<file path="src/rtl/irqc_pkg.sv">
package irqc_pkg;

    localparam int unsigned REG_W = 32;
    localparam int unsigned OFS_W = 3;

    // Word offsets; software decodes these, so the order is fixed.
    typedef enum logic [OFS_W-1:0] {
        OFS_STATUS = 3'd0,
        OFS_PEND   = 3'd1,
        OFS_ENABLE = 3'd2,
        OFS_ACK    = 3'd3,
        OFS_SETEN  = 3'd4,
        OFS_CLREN  = 3'd5,
        OFS_VECTOR = 3'd6,
        OFS_MASTER = 3'd7
    } reg_ofs_e;

    localparam logic [1:0] MASTER_ON = 2'b11;

endpackage

</file>
<file path="src/rtl/irqc_capture.sv">
module irqc_capture #(
    parameter int unsigned           NUM_SRC  = 32,
    parameter logic [NUM_SRC-1:0]    EDGE_SEL = '0
) (
    input  logic               clk,
    input  logic               rst_n,
    input  logic [NUM_SRC-1:0] src_i,
    input  logic [NUM_SRC-1:0] ack_i,
    output logic [NUM_SRC-1:0] status_o
);

    typedef struct packed {
        logic [NUM_SRC-1:0] line;
        logic [NUM_SRC-1:0] status;
    } cap_t;

    cap_t               cap_d, cap_q;
    logic [NUM_SRC-1:0] hit;

    for (genvar g = 0; g < NUM_SRC; g++) begin : g_bit
        if (EDGE_SEL[g]) begin : g_edge
            assign hit[g] = src_i[g] & ~cap_q.line[g];

            a_r6_edge_set: assert property (@(posedge clk) disable iff (!rst_n)
                (src_i[g] && !cap_q.line[g]) |=> status_o[g]);
        end else begin : g_level
            assign hit[g] = src_i[g];

            a_r7_level_set: assert property (@(posedge clk) disable iff (!rst_n)
                src_i[g] |=> status_o[g]);
        end

        a_r5_hold_unacked: assert property (@(posedge clk) disable iff (!rst_n)
            (status_o[g] && !ack_i[g]) |=> status_o[g]);
    end

    always_comb begin
        cap_d        = cap_q;
        cap_d.line   = src_i;
        cap_d.status = hit | (cap_q.status & ~ack_i);
    end

    always_ff @(posedge clk or negedge rst_n) begin
        if (!rst_n) cap_q <= '0;
        else        cap_q <= cap_d;
    end

    assign status_o = cap_q.status;

endmodule

</file>
<file path="src/rtl/irqc_vector.sv">
module irqc_vector #(
    parameter  int unsigned NUM_SRC = 32,
    localparam int unsigned IDX_W   = (NUM_SRC > 1) ? $clog2(NUM_SRC) : 1
) (
    input  logic [NUM_SRC-1:0] pend_i,
    output logic               hit_o,
    output logic [IDX_W-1:0]   idx_o
);

    logic [NUM_SRC-1:0] below_mask;

    // Fixed priority: the lowest index wins, so scan downwards and keep the last hit.
    always_comb begin
        hit_o = 1'b0;
        idx_o = '0;
        for (int i = NUM_SRC - 1; i >= 0; i--) begin
            if (pend_i[i]) begin
                hit_o = 1'b1;
                idx_o = IDX_W'(i);
            end
        end
    end

    assign below_mask = (NUM_SRC'(1) << idx_o) - NUM_SRC'(1);

    always_comb begin
        a_r9_lowest_pending: assert (!hit_o || (pend_i[idx_o] && ((pend_i & below_mask) == '0)));
        a_r9_idle_none: assert (hit_o || (pend_i == '0));
    end

endmodule

</file>
<file path="src/rtl/irq_vec_ctrl.sv">
module irq_vec_ctrl
    import irqc_pkg::*;
#(
    parameter int unsigned NUM_SRC   = 32,
    parameter logic [31:0] EDGE_MASK = 32'h0000_FFFF
) (
    input  logic               clk,
    input  logic               rst_n,
    input  logic [NUM_SRC-1:0] src_i,
    input  logic               reg_wr,
    input  logic [2:0]         reg_addr,
    input  logic [31:0]        reg_wdata,
    output logic [31:0]        reg_rdata,
    output logic               irq_o
);

    localparam int unsigned IDX_W = (NUM_SRC > 1) ? $clog2(NUM_SRC) : 1;

    typedef struct packed {
        logic [NUM_SRC-1:0] enable;
        logic [1:0]         master;
    } ctl_t;

    ctl_t               ctl_d, ctl_q;
    logic [NUM_SRC-1:0] wmask;
    logic [NUM_SRC-1:0] ack;
    logic [NUM_SRC-1:0] status;
    logic [NUM_SRC-1:0] pend;
    logic               vec_hit;
    logic [IDX_W-1:0]   vec_idx;

    assign wmask = reg_wdata[NUM_SRC-1:0];
    assign ack   = (reg_wr && reg_addr == OFS_ACK) ? wmask : '0;

    irqc_capture #(
        .NUM_SRC  (NUM_SRC),
        .EDGE_SEL (EDGE_MASK[NUM_SRC-1:0])
    ) u_capture (
        .clk      (clk),
        .rst_n    (rst_n),
        .src_i    (src_i),
        .ack_i    (ack),
        .status_o (status)
    );

    assign pend = status & ctl_q.enable;

    irqc_vector #(
        .NUM_SRC (NUM_SRC)
    ) u_vector (
        .pend_i (pend),
        .hit_o  (vec_hit),
        .idx_o  (vec_idx)
    );

    always_comb begin
        ctl_d = ctl_q;
        if (reg_wr) begin
            case (reg_addr)
                OFS_ENABLE: ctl_d.enable = wmask;
                OFS_SETEN:  ctl_d.enable = ctl_q.enable | wmask;
                OFS_CLREN:  ctl_d.enable = ctl_q.enable & ~wmask;
                OFS_MASTER: ctl_d.master = reg_wdata[1:0];
                default:    ctl_d = ctl_q;
            endcase
        end
    end

    always_ff @(posedge clk or negedge rst_n) begin
        if (!rst_n) ctl_q <= '0;
        else        ctl_q <= ctl_d;
    end

    assign irq_o = (ctl_q.master == MASTER_ON) && (|pend);

    always_comb begin
        case (reg_addr)
            OFS_STATUS: reg_rdata = REG_W'(status);
            OFS_PEND:   reg_rdata = REG_W'(pend);
            OFS_ENABLE: reg_rdata = REG_W'(ctl_q.enable);
            OFS_VECTOR: reg_rdata = vec_hit ? REG_W'(vec_idx) : '1;
            OFS_MASTER: reg_rdata = REG_W'(ctl_q.master);
            default:    reg_rdata = '0;
        endcase
    end

    a_r3_set_merges: assert property (@(posedge clk) disable iff (!rst_n)
        (reg_wr && reg_addr == OFS_SETEN) |=>
        ((ctl_q.enable & $past(wmask)) == $past(wmask)) &&
        ((ctl_q.enable & ~$past(wmask)) == ($past(ctl_q.enable) & ~$past(wmask))));

    a_r4_clear_bits: assert property (@(posedge clk) disable iff (!rst_n)
        (reg_wr && reg_addr == OFS_CLREN) |=>
        ((ctl_q.enable & $past(wmask)) == '0) &&
        ((ctl_q.enable & ~$past(wmask)) == ($past(ctl_q.enable) & ~$past(wmask))));

    a_r2_zero_masks: assert property (@(posedge clk) disable iff (!rst_n)
        (reg_wr && reg_addr == OFS_ENABLE && wmask == '0) |=> !irq_o);

    a_r10_master_gate: assert property (@(posedge clk) disable iff (!rst_n)
        (reg_wr && reg_addr == OFS_MASTER && reg_wdata[1:0] != MASTER_ON) |=> !irq_o);

endmodule

</file>
<file path="config.mk">
export PLATFORM = sky130hd
export DESIGN_NAME = irq_vec_ctrl
export DESIGN_NICKNAME = d
export VERILOG_FILES = /design/src/rtl/irqc_pkg.sv /design/src/rtl/irqc_capture.sv /design/src/rtl/irqc_vector.sv /design/src/rtl/irq_vec_ctrl.sv
export SDC_FILE = /design/constraint.sdc
export NUM_CORES = 1
export LEC_CHECK = 0
export BUFFER_PORTS_ARGS = -buffer_cell sky130_fd_sc_hd__buf_2
export CAP_MARGIN = 20
export CORE_MARGIN = 5
export CORE_UTILIZATION = 59
export DETAILED_ROUTE_END_ITERATION = 10
export PLACE_DENSITY = 0.82
export RECOVER_POWER = 100
export SLEW_MARGIN = 20
export SYNTH_ARGS = -nofsm -noshare
export SYNTH_HDL_FRONTEND = slang
export SYNTH_SLANG_ARGS = --single-unit
</file>
<file path="constraint.sdc">
create_clock -name clk -period 4.6 [get_ports clk]
set_input_delay 0.46 -clock clk [delete_from_list [all_inputs] [get_ports clk]]
set_output_delay 0.46 -clock clk [all_outputs]
set_load 0.02 [all_outputs]
</file>
==> flow_summary.yaml <==
global_route:
  overflow: 0
  antenna_found_initial: 0
  grt.met2_usage: 0.425
  busiest_layer: "met2"
  grt_pass1_wl_um: 20500
  grt_start_max_net_pins: 83
  met3_usage: 0.0507
  grtUsageMet1: 0.335
  grt.total_usage: 0.256
  grt_pass1_vias: 4232
die:
  die_w_um: 98.2
  placeableCoreArea_mm2: 0.00765
  dieArea_mm2: 0.00964
  rows: 32
  start_util: 0.600
  ios: 103
  die_y_um: 98.2
clock_network:
  cts_made_buffers: 9
  clk_path_buf_depth: 2
  hold_buffers: 0
  post_cts_buffers: 0
  cts.htree.levels: 3
  insertion_delay_ns: 0.36
  cts_tree: "built"
  path_clk_slew_ns: 0.09
  ctsRootBufferMaster: "clkbuf_8"
  clkSinkCount: 82
  cts-resized-gates: 0
pwr:
  ir_drop_mv: 0.192
  power_frac_seq: 0.471
  p_comb_frac: 0.248
  switching_share: 0.342
  p_sw_uw: 657
  powerDensity_mw_per_mm2: 367
  clockPowerShare: 0.281
  cellLeakagePower_nw: 2.20
  p_int_mw: 1.26
yosys:
  yosysSeqAreaShare: 0.447
  yosysUniqueCellTypes: 43
  yosys_register_bits: 82
  ys_warn_count: 0
  syn_avg_cell_area_um2: 8.45
  syn_area_mm2: 0.00459
  synthArstFlopShare: 1.00
  ys.flop_type: "dfrtp_1"
  synth_edf_count: 0
  syn_inst: 543
  syn_nets: 613
finish:
  fin_util: 0.684
  fillers: 661
  final_area_mm2: 0.00523
  drive_above_1_share: 0.153
  diodes: 0
  area_delta_synth_final_pct: 14.1
  nNetsFinal: 694
setup_path:
  cp_max_fo: 37
  required_ns: 4.14
  end_kind: "output port"
  crit_type: "in2out"
  cp.arrival_ns: 3.41
  critPathLaunchType: "input port"
sta:
  timing.final.ws_setup_ns: 0.734
  setup_viol: 0
  hold_viol: 0
  min_period_over_period: 0.840
  slew_headroom: -0.374
  clock.fmax_mhz: 259
  rsz0062_at_grt: "no"
  final_max_slew_viol_count: 180
  finalSetupTns_ns: 0
  finalClockSkew_ns: 0.00699
  tightest_slew_ns: 2.06
  fin_crit_ns: 3.87
placement:
  io_buffer_count: 102
  place_area_mm2: 0.00509
  post-place-ws_ns: 1.28
  dp_hpwl_um: 8670
  place.gp.congestion: 0.860
route:
  viasPerCell: 6.13
  via_count: 4478
  avgRoutedWirePerCell_um: 17.2
  dr.pass1.iters: 7
  drcViolationCount: 0
  routed_wl_um: 12600
  antenna_left: 0
  drtIter0Drc: 356
job:
  maxCapViolations: 3
outcome:
  outcome: "finished with violations"
  violations: "max-capacitance violations, max-slew violations"
min_path:
  hp-class: "in2reg"
-- final cells by class --
type / count / area (um^2) / area share
Multi-Input combinational cell: 408 / 2290 / 0.437
Sequential cell: 82 / 2050 / 0.392
Timing Repair Buffer: 106 / 497 / 0.0949
Clock buffer: 10 / 138 / 0.0263
Tap cell: 102 / 128 / 0.0244
Clock inverter: 6 / 66.3 / 0.0127
Inverter: 17 / 63.8 / 0.0122
-- through the flow --
stage,power [mW],hold WS (ns),cells
after global routing,2.03,0.199,731
after detailed placement,1.40,0.412,715
final,1.92,0.215,731
after floorplan,1.22,0.164,543
after global placement,1.37,0.402,715
after CTS,1.93,0.201,731
-- registers in the layout, indices dropped and copies added (netlist names) --
register,flops
u_capture.status_o,32
ctl_q,34
u_capture.cap_q,16
-- cell usage in the layout (no fill, tap or decap), types with 10 or more instances in the layout --
cell type,netlist,routed
a21o_1,17,17
a21oi_1,68,68
a22oi_1,13,13
a32oi_1,30,30
buf_2,10,68
clkbuf_1,22,33
clkbuf_8,0,10
dfrtp_1,82,82
inv_1,17,17
nand2_1,105,105
nand2b_1,31,31
o21ai_0,79,79
-- per-layer routing --
| metal | up-vias | routed length, um |
|---|---|---|
| met5 | - | 0 |
| met4 | 0 | 294 |
| met3 | 26 | 874 |
| met2 | 200 | 6120 |
| met1 | 2125 | 5280 |
| li1 | 2127 | - |
-- power groups by stage --
| stage | Sequential [mW] | Clock [mW] | Combinational, mW |
|---|---|---|---|
| detailed placement | 0.916 | 0 | 0.480 |
| global route | 0.919 | 0.578 | 0.528 |
| global placement | 0.907 | 0 | 0.462 |
| CTS | 0.901 | 0.545 | 0.482 |
| finish | 0.906 | 0.540 | 0.476 |
| floorplan | 0.887 | 0 | 0.332 |
-- critical path, cell delays in order --
cell	delay, ns
clkbuf_1	0.64
nor2b_4	0.89
nand3_2	0.21
or3_4	0.45
nand2b_4	0.29
o21ai_0	0.20
clkbuf_1	0.26
-- synth_stat cells, drive strengths merged, types with 2 or more instances --
cell / count / area [um^2]
clkbuf: 22 / 82.6
o22ai: 4 / 25.0
nand3: 6 / 35.0
mux2i: 3 / 30.0
nand2b: 32 / 208
a21oi: 68 / 340
a22o: 2 / 17.5
and3: 2 / 12.5
a22oi: 14 / 110
a32o: 4 / 40.0
dfrtp: 82 / 2050
a21o: 17 / 128
o2111ai: 2 / 17.5
and2: 4 / 25.0
nand2: 105 / 394
nor2b: 3 / 26.3
inv: 17 / 63.8
o21ai: 79 / 395
nand3b: 2 / 15.0
a31oi: 7 / 43.8
buf: 14 / 83.8
mux2: 2 / 22.5
nand4: 3 / 18.8
nor2: 8 / 30.0
a32oi: 30 / 263
-- final timing paths --
path                                     endpoint                start  slack (ns)  cells past startpoint
min                           u_capture.cap_q[37]             src_i[5]        0.21                      1
min in group asynchronous  u_capture.status_o[30]                rst_n        0.66                      1
max in group asynchronous                ctl_q[0]                rst_n        2.69                      1
max reg2reg                             ctl_q[26]            ctl_q[26]        3.69                      2
max                                  reg_rdata[5]          reg_addr[0]        0.73                      7
min reg2reg                 u_capture.status_o[8]  u_capture.cap_q[40]        0.42                      1
-- logic make-up after synthesis --
family,count (synthesis),synth area share
compound gates,234,0.313
buf+inv,53,0.0502
flops,82,0.447
simple gates,169,0.178
mux,5,0.0115
Note: power is estimated with default switching activity, not from simulation.
